[src/rtl/dacseq_pkg.sv]
package dacseq_pkg;

  localparam int ADDR_W     = 7;
  localparam int DATA_W     = 16;
  localparam int FRAME_W    = 1 + ADDR_W + DATA_W;
  localparam int SCRIPT_LEN = 4;
  localparam int SEQ_W      = $clog2(SCRIPT_LEN);

  localparam logic [ADDR_W-1:0] ADDR_REFCFG = 7'h03;
  localparam logic [ADDR_W-1:0] ADDR_GAIN   = 7'h04;
  localparam logic [ADDR_W-1:0] ADDR_CHA    = 7'h08;
  localparam logic [ADDR_W-1:0] ADDR_CHB    = 7'h09;

  typedef enum logic [2:0] {
    ST_IDLE, ST_SETUP, ST_SHIFT, ST_HOLD, ST_GAP
  } state_t;

  // Strobes from control to datapath
  typedef struct packed {
    logic             load;
    logic             fromScript;
    logic [SEQ_W-1:0] seqIdx;
    logic             shift;
    logic             sclkSet;
    logic             sclkClr;
    logic             csLow;
    logic             csHigh;
  } strobe_t;

  // write flag low, address, then data
  function automatic logic [FRAME_W-1:0] packFrame(
    input logic [ADDR_W-1:0] addr,
    input logic [DATA_W-1:0] data
  );
    return {1'b0, addr, data};
  endfunction

  // power-up script, order is behaviour
  function automatic logic [FRAME_W-1:0] scriptFrame(input logic [SEQ_W-1:0] idx);
    case (idx)
      2'd0:    return packFrame(ADDR_REFCFG, 16'h0100);
      2'd1:    return packFrame(ADDR_GAIN,   16'h0103);
      2'd2:    return packFrame(ADDR_CHA,    16'h7FFF);
      default: return packFrame(ADDR_CHB,    16'hFFFF);
    endcase
  endfunction

endpackage

[src/rtl/dacseq_ctrl.sv]
module dacseq_ctrl
  import dacseq_pkg::*;
#(
  parameter int DIV_HALF  = 2,
  parameter int SETUP_CYC = 3,
  parameter int HOLD_CYC  = 2,
  parameter int GAP_CYC   = 3
) (
  input  logic    clk,
  input  logic    rstN,
  input  logic    updValid,
  output logic    updReady,
  output strobe_t strb,
  output logic    frameDone
);

  localparam int GAP_EFF = (GAP_CYC > 2 * DIV_HALF) ? GAP_CYC : 2 * DIV_HALF;
  localparam int MAX_A   = (SETUP_CYC > HOLD_CYC) ? SETUP_CYC : HOLD_CYC;
  localparam int MAX_B   = (DIV_HALF > GAP_EFF) ? DIV_HALF : GAP_EFF;
  localparam int MAX_C   = (MAX_A > MAX_B) ? MAX_A : MAX_B;
  localparam int CNT_W   = $clog2(MAX_C + 1);
  localparam int BIT_W   = $clog2(FRAME_W);

  localparam logic [CNT_W-1:0] SETUP_LAST = CNT_W'(SETUP_CYC - 1);
  localparam logic [CNT_W-1:0] HOLD_LAST  = CNT_W'(HOLD_CYC - 1);
  localparam logic [CNT_W-1:0] HALF_LAST  = CNT_W'(DIV_HALF - 1);
  localparam logic [CNT_W-1:0] GAP_LAST   = CNT_W'(GAP_EFF - 1);
  localparam logic [BIT_W-1:0] BIT_LAST   = BIT_W'(FRAME_W - 1);
  localparam logic [SEQ_W-1:0] SEQ_LAST   = SEQ_W'(SCRIPT_LEN - 1);

  state_t           state, stateN;
  logic [CNT_W-1:0] cnt, cntN;
  logic [BIT_W-1:0] bitCnt, bitN;
  logic             phaseHi, phaseN;
  logic [SEQ_W-1:0] seqIdx, seqN;
  logic             scriptDone, doneN;
  logic             pulseN;

  always_comb begin
    strb            = '0;
    strb.seqIdx     = seqIdx;
    strb.fromScript = !scriptDone;
    stateN          = state;
    cntN            = cnt;
    bitN            = bitCnt;
    phaseN          = phaseHi;
    seqN            = seqIdx;
    doneN           = scriptDone;
    pulseN          = 1'b0;
    updReady        = (state == ST_IDLE) && scriptDone;
    case (state)
      ST_IDLE: begin
        if (!scriptDone || updValid) begin
          strb.load  = 1'b1;
          strb.csLow = 1'b1;
          stateN     = ST_SETUP;
          cntN       = '0;
        end
      end
      ST_SETUP: begin
        if (cnt == SETUP_LAST) begin
          strb.sclkSet = 1'b1;
          stateN       = ST_SHIFT;
          cntN         = '0;
          bitN         = '0;
          phaseN       = 1'b1;
        end else begin
          cntN = cnt + 1'b1;
        end
      end
      ST_SHIFT: begin
        if (cnt == HALF_LAST) begin
          cntN = '0;
          if (phaseHi) begin
            strb.sclkClr = 1'b1;
            phaseN       = 1'b0;
            if (bitCnt == BIT_LAST) stateN = ST_HOLD;
            else                    bitN   = bitCnt + 1'b1;
          end else begin
            strb.sclkSet = 1'b1;
            strb.shift   = 1'b1;
            phaseN       = 1'b1;
          end
        end else begin
          cntN = cnt + 1'b1;
        end
      end
      ST_HOLD: begin
        if (cnt == HOLD_LAST) begin
          strb.csHigh = 1'b1;
          stateN      = ST_GAP;
          cntN        = '0;
        end else begin
          cntN = cnt + 1'b1;
        end
      end
      ST_GAP: begin
        if (cnt == GAP_LAST) begin
          stateN = ST_IDLE;
          pulseN = 1'b1;
          cntN   = '0;
          if (!scriptDone) begin
            if (seqIdx == SEQ_LAST) doneN = 1'b1;
            else                    seqN  = seqIdx + 1'b1;
          end
        end else begin
          cntN = cnt + 1'b1;
        end
      end
      default: stateN = ST_IDLE;
    endcase
  end

  always_ff @(posedge clk) begin
    if (!rstN) begin
      state      <= ST_IDLE;
      cnt        <= '0;
      bitCnt     <= '0;
      phaseHi    <= 1'b0;
      seqIdx     <= '0;
      scriptDone <= 1'b0;
      frameDone  <= 1'b0;
    end else begin
      state      <= stateN;
      cnt        <= cntN;
      bitCnt     <= bitN;
      phaseHi    <= phaseN;
      seqIdx     <= seqN;
      scriptDone <= doneN;
      frameDone  <= pulseN;
    end
  end


  done_pulse_chk: assert property (@(posedge clk) disable iff (!rstN)
    frameDone |=> !frameDone);


  ready_script_chk: assert property (@(posedge clk) disable iff (!rstN)
    updReady |-> !strb.shift && !strb.sclkSet);

endmodule

[src/rtl/dacseq_datapath.sv]
module dacseq_datapath
  import dacseq_pkg::*;
(
  input  logic              clk,
  input  logic              rstN,
  input  strobe_t           strb,
  input  logic              updChan,
  input  logic [DATA_W-1:0] updCode,
  output logic              spiCsN,
  output logic              spiSclk,
  output logic              spiMosi
);

  localparam int RC_W = $clog2(FRAME_W) + 1;
  localparam logic [RC_W-1:0] FRAME_EDGES = RC_W'(FRAME_W);

  logic [FRAME_W-1:0] shReg;
  logic [FRAME_W-1:0] frameIn;
  logic               csReg, sclkReg;
  logic [RC_W-1:0]    riseCnt;

  // user frame addressing by channel
  always_comb begin
    if (strb.fromScript) frameIn = scriptFrame(strb.seqIdx);
    else                 frameIn = packFrame(updChan ? ADDR_CHB : ADDR_CHA, updCode);
  end

  always_ff @(posedge clk) begin
    if (!rstN) begin
      shReg   <= '0;
      csReg   <= 1'b1;
      sclkReg <= 1'b0;
    end else begin
      if (strb.load)       shReg <= frameIn;
      else if (strb.shift) shReg <= {shReg[FRAME_W-2:0], 1'b0};
      if (strb.csLow)       csReg <= 1'b0;
      else if (strb.csHigh) csReg <= 1'b1;
      if (strb.sclkSet)      sclkReg <= 1'b1;
      else if (strb.sclkClr) sclkReg <= 1'b0;
    end
  end

  always_ff @(posedge clk) begin
    if (!rstN)             riseCnt <= '0;
    else if (strb.csLow)   riseCnt <= '0;
    else if (strb.sclkSet) riseCnt <= riseCnt + 1'b1;
  end

  assign spiCsN  = csReg;
  assign spiSclk = sclkReg;
  assign spiMosi = shReg[FRAME_W-1];


  frame_len_chk: assert property (@(posedge clk) disable iff (!rstN)
    $rose(csReg) |-> riseCnt == FRAME_EDGES);


  cs_idle_chk: assert property (@(posedge clk) disable iff (!rstN)
    csReg |-> !sclkReg);


  mosi_stable_chk: assert property (@(posedge clk) disable iff (!rstN)
    sclkReg && $past(sclkReg) |-> $stable(shReg[FRAME_W-1]));


  rw_zero_chk: assert property (@(posedge clk) disable iff (!rstN)
    $fell(csReg) |-> !shReg[FRAME_W-1]);

endmodule

[src/rtl/dacseq_top.sv]
module dacseq_top
  import dacseq_pkg::*;
#(
  parameter int DIV_HALF  = 2,
  parameter int SETUP_CYC = 3,
  parameter int HOLD_CYC  = 2,
  parameter int GAP_CYC   = 3
) (
  input  logic              clk,
  input  logic              rstN,
  input  logic              updValid,
  input  logic              updChan,
  input  logic [DATA_W-1:0] updCode,
  output logic              updReady,
  output logic              spiCsN,
  output logic              spiSclk,
  output logic              spiMosi,
  output logic              frameDone
);

  strobe_t strb;

  dacseq_ctrl #(
    .DIV_HALF (DIV_HALF),
    .SETUP_CYC(SETUP_CYC),
    .HOLD_CYC (HOLD_CYC),
    .GAP_CYC  (GAP_CYC)
  ) uCtrl (
    .clk      (clk),
    .rstN     (rstN),
    .updValid (updValid),
    .updReady (updReady),
    .strb     (strb),
    .frameDone(frameDone)
  );

  dacseq_datapath uDp (
    .clk    (clk),
    .rstN   (rstN),
    .strb   (strb),
    .updChan(updChan),
    .updCode(updCode),
    .spiCsN (spiCsN),
    .spiSclk(spiSclk),
    .spiMosi(spiMosi)
  );


  ready_idle_chk: assert property (@(posedge clk) disable iff (!rstN)
    updReady |-> spiCsN && !spiSclk);

endmodule

[config.mk]
export PLATFORM = sky130hd
export DESIGN_NAME = dacseq_top
export DESIGN_NICKNAME = d
export VERILOG_FILES = /design/src/rtl/dacseq_pkg.sv /design/src/rtl/dacseq_ctrl.sv /design/src/rtl/dacseq_datapath.sv /design/src/rtl/dacseq_top.sv
export SDC_FILE = /design/constraint.sdc
export NUM_CORES = 1
export LEC_CHECK = 0
export BUFFER_PORTS_ARGS = -buffer_cell sky130_fd_sc_hd__buf_2
export CAP_MARGIN = 20
export CORE_MARGIN = 2
export CORE_UTILIZATION = 49
export DETAILED_ROUTE_END_ITERATION = 6
export GPL_TIMING_DRIVEN = 0
export PLACE_DENSITY_LB_ADDON = 0.15
export SKIP_LAST_GASP = 1
export SYNTH_ARGS = -nofsm -noshare
export SYNTH_HDL_FRONTEND = slang
export SYNTH_HIERARCHICAL = 1
export SYNTH_SLANG_ARGS = --single-unit
[constraint.sdc]
create_clock -name clk -period 5.05 [get_ports clk]
set_input_delay 0.2525 -clock clk [delete_from_list [all_inputs] [get_ports clk]]
set_output_delay 0.2525 -clock clk [all_outputs]
set_load 0.01 [all_outputs]
# Word level (Yosys, flattened, before mapping)
# Index checks and enable logic that the tools add are counted.
# totals
regBits,42
input_bits,20
out_inout_bits,5
wordCells,97
# op_classes
addsub,3
eq_ne,19
muxes,45
bitwise,2
n_reduce_logical,18
# ops
op,n
$pmux 20 s3,1
$mux 24,2
$mux 3,12
$mux 23,1
$mux 5,4
$mux 1,19
$pmux 3 s5,1
$eq 3x2->1 const B,4
$ne 2x1->1 const B,6
$pmux 3 s4,1
$pmux 5 s2,1
$reduce_bool 2->1,4
$reduce_and 7->1,1
$eq 3x1->1 const B,2
$reduce_and 2->1,3
$add 5x1->5 const B,1
$eq 5x5->1 const B,1
$reduce_and 5->1,1
$eq 2x2->1 const B,2
$ne 2x2->1 const B,2
$pmux 1 s2,2
$reduce_and 4->1,1
$reduce_bool 4->1,1
$add 3x1->3 const B,1
12 further kinds,13

# Logic depth before layout (Yosys ltp)
# Gate-level depths: netlist of run 1.
# depth
ltp_word,5
depth_mapped,8
depth_no_buf,7

# By module
# The synthesis of run 1 kept the hierarchy.
# by_module_without_submodules
module,n_inst,cells_per_inst,area_each_um2,seq_area_each_um2
dacseq_datapath,1,119,1236.2,520.5
dacseq_ctrl,1,113,1013.5,320.3

# Worst setup path before layout of run 1
# No wires, ideal clock.
# synth_path
path_kind,reg-to-reg
from,reg uCtrl.cnt[0]
to,reg uDp.shReg[17]
setup_time_ns,0.116
t_arrival_ns,1.643
required_ns,4.934
slack_ns,3.291
path_stages_with_launch,7
path_buffers,1
period_less_slack_ns,1.759
path_cell_list,dfxtp_1 > ha_1 > nor2b_2 > and3_2 > buf_4 > mux2_2 > o211a_1
# synth_lines
item,line,rtl
from (decl),dacseq_ctrl.sv:32,"logic [CNT_W-1:0] cnt, cntN;"
from (signal assigned),dacseq_ctrl.sv:125,cnt <= cntN;
to (signal assigned),dacseq_datapath.sv:34,if (strb.load) shReg <= frameIn;
to (signal assigned),dacseq_datapath.sv:35,"else if (strb.shift) shReg <= {shReg[FRAME_W-2:0], 1'b0};"
to (decl),dacseq_datapath.sv:17,logic [FRAME_W-1:0] shReg;

==> results of run 1 <==
-- flip-flops by register name, indices dropped and copies added, names as in the netlist, 2 cells and up --
name	cells
uCtrl/cnt	3
uCtrl/bitCnt	5
uCtrl/state	3
uDp/shReg	24
uCtrl/seqIdx	2
-- worst min path at each step --
stage | slack, ns | to | depth (start not counted)
after floorplan | 0.33 | uDp/spiCsN | 1
after global placement | 0.47 | uCtrl/bitCnt[4] | 1
after detailed placement | 0.46 | uCtrl/bitCnt[4] | 1
after CTS | 0.18 | uDp/shReg[3] | 3
after global routing | 0.19 | uDp/shReg[8] | 2
final | 0.19 | uDp/shReg[3] | 3
-- layout by cell type, fill, tap and decap left out, types with 6 or more instances in the layout --
master	netlist	routed
nand2_1	9	9
nor2_1	26	26
dfxtp_1	42	42
mux2i_1	26	26
o22ai_2	9	9
buf_2	4	28
buf_4	6	6
ha_1	11	11
o21ai_0	7	7
o22ai_1	7	7
inv_1	10	10
-- worst max-delay path, cell delays in order, from the launching register on --
cell     delay [ns]
dfxtp_1        0.43
ha_1           0.22
nor2b_2        0.32
and3_2         0.25
buf_4          0.15
buf_4          0.23
mux2i_1        0.23
o22ai_1        0.10
-- per-layer routing --
| layer | wire length, um | track usage |
|---|---|---|
| met3 | 162 | 0.0436 |
| met5 | 0 | 0 |
| met4 | 44 | 0.0566 |
| met1 | 2240 | 0.273 |
| met2 | 1830 | 0.283 |
-- power by group --
group	internal (mW)	total, mW	leakage, nW	switching (mW)
combinational	0.0317	0.0754	0.580	0.0437
sequential	0.339	0.346	0.340	0.00689
clock	0.0998	0.226	0.0447	0.126
-- cells by family (layout without fill, tap and decap cells) --
family | after synthesis | count (layout)
buffers and inverters | 24 | 56
XOR/XNOR | 1 | 1
multiplexers | 28 | 28
adder cells (fa/ha/maj) | 11 | 11
AND/OR/NAND/NOR | 75 | 75
AO/OA/AOI/OAI | 51 | 51
flip-flops | 42 | 42
-- final cells by class --
type                       count  area (um^2)
buffer                        14         95.1
fill                         404         1860
multi-input combinational    166         1280
clock inverter                 3         25.0
sequential                    42          841
tap                           52         65.1
timing repair buffer          24          120
clock buffer                   5         68.8
inverter                      10         37.5
==> impl_results.md, run 1 <==
- Crit path to: uDp/shReg[15]
- Area Growth Syn to Fin: 12.4%
- Dpl cells: 308
- Post-synthesis cell count: 232
- Wire length per cell: 13.5 um
- Async SR Flop Fraction: 0
- Critical path capture point type: flip-flop
- Pre-CTS WS: 3.05 ns
- Finished Layout Cells: 316
- Post-cts repair resize count: 0
- First-pass GRT wire length: 7840 um
- Unrepaired setup endpoints after global routing: false
- Adder-Cell Fraction of Synth Area: 0.0612
- Final WS setup: 3.02 ns
- CTS root buf: clkbuf_8
- Min-delay src: updCode[3]
- Detail Placement HPWL: 3020 um
- Reg2reg path depth: 7
- Drt drc: 0
- Die area: 0.00515 mm^2
- Share of post-route cells with drive strength above 1: 0.258
- TritonRoute pass-1 iters: 4
- Worst-Margin Slew: 0.549 ns
- Synth warn: 6
- Worst vdd ir: 0.000141 V
- Core area: 0.00438 mm^2
- Max-cap violations: 0
- ANT cells: 0
- FF-to-FF End: uDp/shReg[15]
- Largest cells by area after synthesis: dfxtp_1 (37%), mux2i_1 (12%), ha_1 (6.1%)
- Post-DP Area: 0.00243 mm^2
- Initial antenna violation count: 0
- Worst-Skew Late Latency: 0.30 ns
- # port buffers: 24
- Kind of critical path: flip-flop to flip-flop
- Synth Flop Type: dfxtp_1
- Post-synth top area share: 0.374
- Leakage: 0.965 nW
- Routed vias: 1726
- Synth Area per Inst: 9.70 um^2
- WP data arrival: 2.21 ns
- Fmax: 492 MHz
- Top-count cell post-synth: dfxtp_1
- Number of DRC markers in iteration 0: 69
- Worst clock skew: 0.00474 ns
- Synth Area in Simple Gates: 0.190
- Clock Path Buffers: 2
- Final WL: 4270 um
- Mapped Nets: 263
- Hold Worst Slack: 0.189 ns
- CTS tree: yes
- Die Wd: 71.8 um
- Design Power: 647 uW
- Final hold vios: 0
- Worst r2r src: uCtrl/cnt[0]
- Row count: 24
- Crit path from: uCtrl/cnt[0]
- HP Class: input port to flip-flop
- CP max FO: 10
- Synth top cells by count: dfxtp_1 (42), mux2i_1 (26), nor2_1 (26)
- Final-report max-slew violation count: 0
- Final setup fails: 0
- Clk sink count: 42
- H-tree Lvls: 2
- Worst EP required: 5.23 ns
- Mux share of post-synthesis cell area: 0.126
- Routability cong.: 0.826
- Routed vias/inst: 5.46
- Number of flops mapped to enable cells by yosys: 0
- I/O Pins: 25
- Number of buffers inserted by hold repair at cts: 0
- Largest net degree at the start of global routing: 18
- Final core utilization: 0.577
- Status: completed
- Netlist cell types: 55
- R2r setup slk: 3.02 ns
- Combinational family with the most area after synthesis: simple AND/OR/NAND/NOR gates
- Setup tns final: 0 ns
- Setup Buffers After CTS: 0
- Vias in the first global route: 1672
- Synth Area in Compound Gates: 0.186
- Final worst path period share: 0.402
- Slew HR: 0.633
- Gr ovfl total: 0
- Post-Syn Area: 0.00225 mm^2
- Cts bufs inserted: 5
- Clock slew at reported path FFs: 0.09 ns
- ANT nets after route: 0
- Fin crit period: 2.03 ns
- Post-synthesis register bit count: 42
- Pwr dens: 256 mW/mm^2
- Final instance area: 0.00253 mm^2
- Final net count: 294
- Sequential element share of the synthesized area: 0.374
- Initial Util: 0.513
- Startpoint Class: flip-flop
- Dominant cell type by area after synthesis: dfxtp_1
- Post-Synth XOR/XNOR Area: 0.00389
- Aggregate global-route resource usage: 0.190
- Chip Height: 71.8 um
Note: power is estimated with default switching activity, not from simulation.
==> run 2: changes to the inputs <==
Clock period 5.05 ns to 2 ns, I/O delays scaled along.
==> run 2 against run 1 <==
Net effect:
- clock skew rose by 0.0010 ns
- final area increased by 0.84%
- global-route usage rose by 0.059 points
- cell count grew 0.63%
- hold slack got worse by 0.15 ns
- combinational power increased to 2.6 times the previous value
- first-iteration DRC count up 2.9%
- count of clock-buffer cells in the layout did not move
- register-to-register slack got worse by 2.9 ns
- sequential power rose to 2.5 times the previous value
- largest cell class unchanged
==> impl_results.md, run 2 (synthesis results as in run 1) <==
- Min-delay src: updCode[3] (unchanged)
- WP data arrival: 2.02 ns (was 2.21 ns)
- CP max stage cell: dfxtp_1 (unchanged)
- # port buffers: 24 (unchanged)
- Worst clock skew: 0.00577 ns (was 0.00474 ns)
- HP Class: input port to flip-flop (unchanged)
- FF-to-FF End: uDp/shReg[16] (was uDp/shReg[15])
- Routed vias: 1738 (was 1726)
- CP max FO: 10 (unchanged)
- Worst-Margin Slew: 0.547 ns (was 0.549 ns)
- Chip Height: 71.8 um (unchanged)
- Number of DRC markers in iteration 0: 71 (was 69)
- Clk sink count: 42 (unchanged)
- Status: completed (unchanged)
- Gr ovfl total: 0 (unchanged)
- Critical path capture point type: flip-flop (unchanged)
- CTS root buf: clkbuf_8 (unchanged)
- Core area: 0.00438 mm^2 (unchanged)
- TritonRoute pass-1 iters: 4 (unchanged)
- Worst min-delay path endpoint: uDp/shReg[3] (unchanged)
- Worst-Skew Late Latency: 0.30 ns (about the same)
- Initial antenna violation count: 0 (unchanged)
- Clock slew at reported path FFs: 0.09 ns (about the same)
- Most used cell, CP: buf_4 (unchanged)
- Largest net degree at the start of global routing: 18 (unchanged)
- Vias in the first global route: 1681 (was 1672)
- Crit-path cells: buf_4, nor3b_4, and3_2, buf_4, buf_4, mux2i_1, o22ai_1 (was ha_1, nor2b_2, and3_2, buf_4, buf_4, mux2i_1, o22ai_1)
- Fin crit period: 1.83 ns (was 2.03 ns)
- Commonest cells after routing, fill and taps aside: dfxtp_1 (41), buf_2 (28), nor2_1 (26), mux2i_1 (26), ha_1 (11) (was dfxtp_1 (42), buf_2 (28), nor2_1 (26), mux2i_1 (26), ha_1 (11))
- Worst r2r src: uCtrl/state[1] (was uCtrl/cnt[0])
- Clock Path Buffers: 2 (unchanged)
- Leakage: 0.977 nW (was 0.965 nW)
- Row count: 24 (unchanged)
- Final setup fails: 0 (unchanged)
- Final worst path period share: 0.917 (was 0.402)
- Largest stage delay, worst path: 0.32 ns (was 0.43 ns)
- Area Growth Syn to Fin: 13.3% (was 12.4%)
- Worst vdd ir: 0.000363 V (was 0.000141 V)
- Slew HR: 0.634 (was 0.633)
- Reg2reg path depth: 7 (unchanged)
- ANT nets after route: 0 (unchanged)
- Die area: 0.00515 mm^2 (unchanged)
- Share of post-route cells with drive strength above 1: 0.267 (was 0.258)
- Kind of critical path: flip-flop to flip-flop (unchanged)
- Startpoint Class: flip-flop (unchanged)
- Unrepaired setup endpoints after global routing: false (unchanged)
- Largest register FFs: 24 (unchanged)
- Most common cell after layout, fill and taps aside: dfxtp_1 (unchanged)
- Number of buffers inserted by hold repair at cts: 0 (unchanged)
- Final-report max-slew violation count: 0 (unchanged)
- Fmax: 545 MHz (was 492 MHz)
- Pwr dens: 645 mW/mm^2 (was 256 mW/mm^2)
- Routability cong.: 0.826 (unchanged)
- R2r setup slk: 0.17 ns (was 3.02 ns)
- ANT cells: 0 (unchanged)
- Detail Placement HPWL: 3020 um (unchanged)
- Bufs and invs on worst path: 3 (was 2)
- Worst EP required: 2.18 ns (was 5.23 ns)
- Routed vias/inst: 5.47 (was 5.46)
- Die Wd: 71.8 um (unchanged)
- First-pass GRT wire length: 7870 um (was 7840 um)
- Design Power: 1.64 mW (was 647 uW)
- Wire length per cell: 13.6 um (was 13.5 um)
- Max-cap violations: 0 (unchanged)
- Final net count: 296 (was 294)
- Aggregate global-route resource usage: 0.190 (about the same)
- Initial Util: 0.513 (unchanged)
- CTS tree: yes (unchanged)
- Final hold vios: 0 (unchanged)
- Cts bufs inserted: 5 (unchanged)
- Final core utilization: 0.582 (was 0.577)
- Drt drc: 0 (unchanged)
- Delay-heaviest family, CP: buffers and inverters (was simple AND/OR/NAND/NOR gates)
- Final WL: 4320 um (was 4270 um)
- Most flops, register: uDp/shReg (unchanged)
- WHS Path Cells: 3 (unchanged)
- Largest registers: uDp/shReg (24), uCtrl/bitCnt (5) (unchanged)
- Final WS setup: 0.165 ns (was 3.02 ns)
- Pre-CTS WS: -0.00434 ns (was 3.05 ns)
- H-tree Lvls: 2 (unchanged)
- I/O Pins: 25 (unchanged)
-- run 2: cell count changes in the layout (fill, tap and decap cells not counted) --
cell     delta
nor2b_2     -1
nor2b_4     +1
dfxtp_2     +1
dfxtp_1     -1
buf_4       +2
-- run 2: metrics by stage --
step	TNS, ns	cell area, um^2	hold WS (ns)	std cells
after floorplan	0	2250	0.176	232
after global placement	0	2430	0.342	308
after detailed placement	-0.00690	2430	0.347	308
after CTS	0	2530	0.0251	316
after global routing	0	2550	0.0329	318
final	0	2550	0.0361	318
-- run 2: worst max path at each step --
stage | startpoint | end | slack, ns | cells past startpoint
after global placement | uCtrl/cnt[0] | uDp/shReg[12] | 0.008 | 7
after CTS | uCtrl/cnt[0] | uDp/shReg[15] | 0.06 | 7
after floorplan | uCtrl/cnt[0] | uDp/shReg[17] | 0.24 | 6
final | uCtrl/state[1] | uDp/shReg[16] | 0.17 | 7
after detailed placement | uCtrl/cnt[0] | uDp/shReg[5] | -0.004 | 7
after global routing | uCtrl/cnt[1] | uDp/shReg[1] | 0.001 | 8
-- run 2: worst reg2reg max path, stage by stage, from the launching register on --
cell,delay [ns]
dfxtp_1,0.32
buf_4,0.16
nor3b_4,0.31
and3_2,0.24
buf_4,0.15
buf_4,0.23
mux2i_1,0.23
o22ai_1,0.10
-- run 2: what timing repair did --
item | in CTS | in global routing
endpoints found under the setup margin | 12 | 20
cloned | 0 | 0
pin swaps | 0 | 0
gates resized for setup | 1 | 1
buffers inserted | 0 | 2
-- run 2: layout make-up --
type,instances,area (um^2)
fillers,402,1830
multi-input cells,166,1280
flip-flops and latches,42,842
repair buffers,26,135
plain buffers,14,95.1
clock buffers,5,68.8
well taps,52,65.1
inverters,10,37.5
clock inverters,3,25.0
-- run 2: per-layer routing --
| metal | part of all wire | track usage |
|---|---|---|
| met3 | 0.041 | 0.0436 |
| met1 | 0.52 | 0.273 |
| met4 | 0.010 | 0.0566 |
| met5 | 0 | 0 |
| met2 | 0.43 | 0.285 |
-- run 2: where the power goes --
group          internal, mW  switching, mW  total, mW
clock                 0.252          0.319      0.571
combinational        0.0877          0.112      0.199
sequential            0.856         0.0173      0.873
total                  1.20          0.448       1.64
==> run 3: changes to the inputs <==
Settings changed: ABC_AREA from default to 1.
==> run 3 against run 2 <==
Net effect:
- cell count increased by 28%
- setup slack improved by 0.087 ns
- critical endpoint is now uDp/shReg[12]
- non-clock buffer count decreased by 3
- critical path type unchanged
- synthesized cell count increased by 40%
- clock skew decreased by 0.00051 ns
- clock power decreased by 9.1%
- power increased by 94%
- sequential power increased by 42%
- sequential share of layout area decreased by 0.59 points
- highest routed layer unchanged
- critical path depth increased by 3
- largest cell class unchanged
==> impl_results.md, run 3 <==
- Post-synth top area share: 0.361 (was 0.374)
- Aggregate global-route resource usage: 0.204 (was 0.190)
- Filler instances: 473 (was 402)
- Setup tns final: 0 ns (unchanged)
- Final worst path period share: 0.874 (was 0.917)
- Sequential element share of the synthesized area: 0.361 (was 0.374)
- Worst clock skew: 0.00526 ns (was 0.00577 ns)
- Synth Area in Compound Gates: 0.199 (was 0.186)
- Fmax: 572 MHz (was 545 MHz)
- Worst-Skew Late Latency: 0.29 ns (was 0.30 ns)
- Worst-Margin Slew: 0.460 ns (was 0.547 ns)
- Leakage: 1.13 nW (was 0.977 nW)
- FF-to-FF End: uDp/shReg[12] (was uDp/shReg[16])
- Number of flops mapped to enable cells by yosys: 0 (unchanged)
- Final-report max-slew violation count: 0 (unchanged)
- Vias in the first global route: 1937 (was 1681)
- CTS root buf: clkbuf_8 (unchanged)
- HP Class: input port to flip-flop (unchanged)
- R2r setup slk: 0.25 ns (was 0.17 ns)
- Routed vias/inst: 5.19 (was 5.47)
- Max-cap violations: 0 (unchanged)
- Adder-Cell Fraction of Synth Area: 0.0590 (was 0.0612)
- Gr ovfl total: 0 (unchanged)
- Final setup fails: 0 (unchanged)
- Clock slew at reported path FFs: 0.08 ns (was 0.09 ns)
- Pwr dens: 1230 mW/mm^2 (was 645 mW/mm^2)
- Worst EP required: 2.19 ns (was 2.18 ns)
- Die area: 0.00532 mm^2 (was 0.00515 mm^2)
- Detail Placement HPWL: 3620 um (was 3020 um)
- Worst vdd ir: 0.000655 V (was 0.000363 V)
- Final net count: 385 (was 296)
- Largest cells by area after synthesis: dfxtp_1 (36%), nand2_1 (7.2%), nand3_1 (7.1%) (was dfxtp_1 (37%), mux2i_1 (12%), ha_1 (6.1%))
- CP max FO: 10 (unchanged)
- Post-synthesis cell count: 324 (was 232)
- First-pass GRT wire length: 8540 um (was 7870 um)
- Startpoint Class: flip-flop (unchanged)
- H-tree Lvls: 2 (unchanged)
- Slew HR: 0.694 (was 0.634)
- Final core utilization: 0.556 (was 0.582)
- Combinational family with the most area after synthesis: simple AND/OR/NAND/NOR gates (unchanged)
- ANT cells: 0 (unchanged)
- Synth top cells by count: nand2_1 (45), nor2_1 (43), dfxtp_1 (42) (was dfxtp_1 (42), mux2i_1 (26), nor2_1 (26))
- Most common cell after layout, fill and taps aside: nand2_1 (was dfxtp_1)
- Largest net degree at the start of global routing: 13 (was 18)
- Largest stage delay, worst path: 0.39 ns (was 0.32 ns)
- Largest register FFs: 24 (unchanged)
- Initial antenna violation count: 0 (unchanged)
- Kind of critical path: flip-flop to flip-flop (unchanged)
- Async SR Flop Fraction: 0 (unchanged)
- Row count: 25 (was 24)
- Synth Area in Simple Gates: 0.281 (was 0.190)
- ANT nets after route: 0 (unchanged)
- Area Growth Syn to Fin: 11.2% (was 13.3%)
- Routed vias: 2119 (was 1738)
- Core area: 0.00466 mm^2 (was 0.00438 mm^2)
- Wire length per cell: 12.1 um (was 13.6 um)
- I/O Pins: 25 (unchanged)
- Number of DRC markers in iteration 0: 97 (was 71)
- Fin crit period: 1.75 ns (was 1.83 ns)
- Initial Util: 0.500 (was 0.513)
- Dominant cell type by area after synthesis: dfxtp_1 (unchanged)
- Mapped Nets: 355 (was 263)
- Post-synthesis register bit count: 42 (unchanged)
- Reg2reg path depth: 10 (was 7)
- Post-cts repair resize count: 0 (was 1)
- Final hold vios: 0 (unchanged)
- Routability cong.: 0.908 (was 0.826)
- Final WL: 4940 um (was 4320 um)
- WP data arrival: 1.94 ns (was 2.02 ns)
- Drt drc: 0 (unchanged)
- Die Wd: 73.0 um (was 71.8 um)
- Design Power: 3.18 mW (was 1.64 mW)
- # port buffers: 23 (was 24)
- Most used cell, CP: buf_6 (was buf_4)
- Most flops, register: uDp/shReg (unchanged)
- CTS tree: yes (unchanged)
- Share of post-route cells with drive strength above 1: 0.206 (was 0.267)
- Synth warn: 6 (unchanged)
- Clock Path Buffers: 2 (unchanged)
- Commonest cells after routing, fill and taps aside: nand2_1 (45), nor2_1 (43), dfxtp_1 (42) (was dfxtp_1 (41), buf_2 (28), nor2_1 (26), mux2i_1 (26), ha_1 (11))
- Post-Synth XOR/XNOR Area: 0.00376 (was 0.00389)
- TritonRoute pass-1 iters: 4 (unchanged)
- Synth Area per Inst: 7.19 um^2 (was 9.70 um^2)
- Crit-path cells: inv_1, ha_1, nand2_1, nor2_1, buf_6, nor2_4, inv_4, buf_6, o21ai_2, a21oi_2 (was buf_4, nor3b_4, and3_2, buf_4, buf_4, mux2i_1, o22ai_1)
- Top-count cell post-synth: nand2_1 (was dfxtp_1)
- CP max stage cell: dfxtp_1 (unchanged)
- Hold Worst Slack: 0.0861 ns (was 0.0361 ns)
- Netlist cell types: 35 (was 55)
- Worst min-delay path endpoint: uDp/shReg[0] (was uDp/shReg[3])
- Post-Syn Area: 0.00233 mm^2 (was 0.00225 mm^2)
- Largest registers: uDp/shReg (24), uCtrl/bitCnt (5) (unchanged)
- Unrepaired setup endpoints after global routing: false (unchanged)
- Critical path capture point type: flip-flop (unchanged)
- Setup Buffers After CTS: 0 (unchanged)
- Chip Height: 73.0 um (was 71.8 um)
- Synth Flop Type: dfxtp_1 (unchanged)
- Mux share of post-synthesis cell area: 0 (was 0.126)
- Min-delay src: updCode[0] (was updCode[3])
- Status: completed (unchanged)
- Number of buffers inserted by hold repair at cts: 0 (unchanged)
- Cts bufs inserted: 5 (unchanged)
- Clk sink count: 42 (unchanged)
- WHS Path Cells: 3 (unchanged)
- Worst r2r src: uCtrl/cnt[1] (was uCtrl/state[1])
## run 3: worst max-delay path by stage
stage / cells after the start / slack, ns / startpoint / endpoint
floorplan: 10 / 0.48 / uCtrl/cnt[1] / uDp/shReg[10]
global placement: 10 / 0.27 / uCtrl/cnt[1] / uDp/shReg[7]
detailed placement: 10 / 0.25 / uCtrl/cnt[1] / uDp/shReg[12]
CTS: 10 / 0.24 / uCtrl/cnt[1] / uDp/shReg[12]
global route: 10 / 0.11 / uCtrl/cnt[1] / uDp/shReg[6]
finish: 10 / 0.25 / uCtrl/cnt[1] / uDp/shReg[12]
## run 3: cell type report
cell class / instances / area [um^2] / area share
Tap cell: 54 / 67.6 / 0.0261
Inverter: 35 / 135 / 0.0521
Clock inverter: 2 / 10.0 / 0.00386
Clock buffer: 5 / 68.8 / 0.0265
Multi-Input combinational cell: 233 / 1270 / 0.488
Sequential cell: 42 / 841 / 0.324
Timing Repair Buffer: 23 / 115 / 0.0444
Buffer: 14 / 88.8 / 0.0343
## run 3: cell families after synthesis
logic type,Yosys count
buf+inv,49
simple gates,145
fa+ha+maj,11
compound gates,76
flops,42
xor+xnor,1
## run 3: worst max-delay path, delay by kind of cell (launching register included)
kind	cells	cell delay, ns
flops	1	0.39
fa+ha+maj	1	0.18
simple gates	3	0.43
buf+inv	4	0.46
compound gates	2	0.18
## run 3: metal layers
layer  vias to the layer above  part of all wire  GRT usage
li1                       1118                 -          -
met5                         -                 0          0
met4                         0             0.017     0.0802
met1                       964              0.52      0.279
met2                        30              0.43      0.309
met3                         7             0.034     0.0525
## run 3: metrics by stage
| stage | instances | setup slack (ns) | cell area (um^2) |
|---|---|---|---|
| after floorplan | 324 | 0.482 | 2330 |
| after global placement | 401 | 0.272 | 2510 |
| after detailed placement | 401 | 0.250 | 2510 |
| after CTS | 408 | 0.235 | 2590 |
| after global routing | 408 | 0.114 | 2590 |
| final | 408 | 0.252 | 2590 |
## run 3: where the power goes
part	switching (mW)	internal [mW]	total [mW]
combinational	0.900	0.523	1.42
sequential	0.162	1.08	1.24
clock	0.284	0.234	0.519
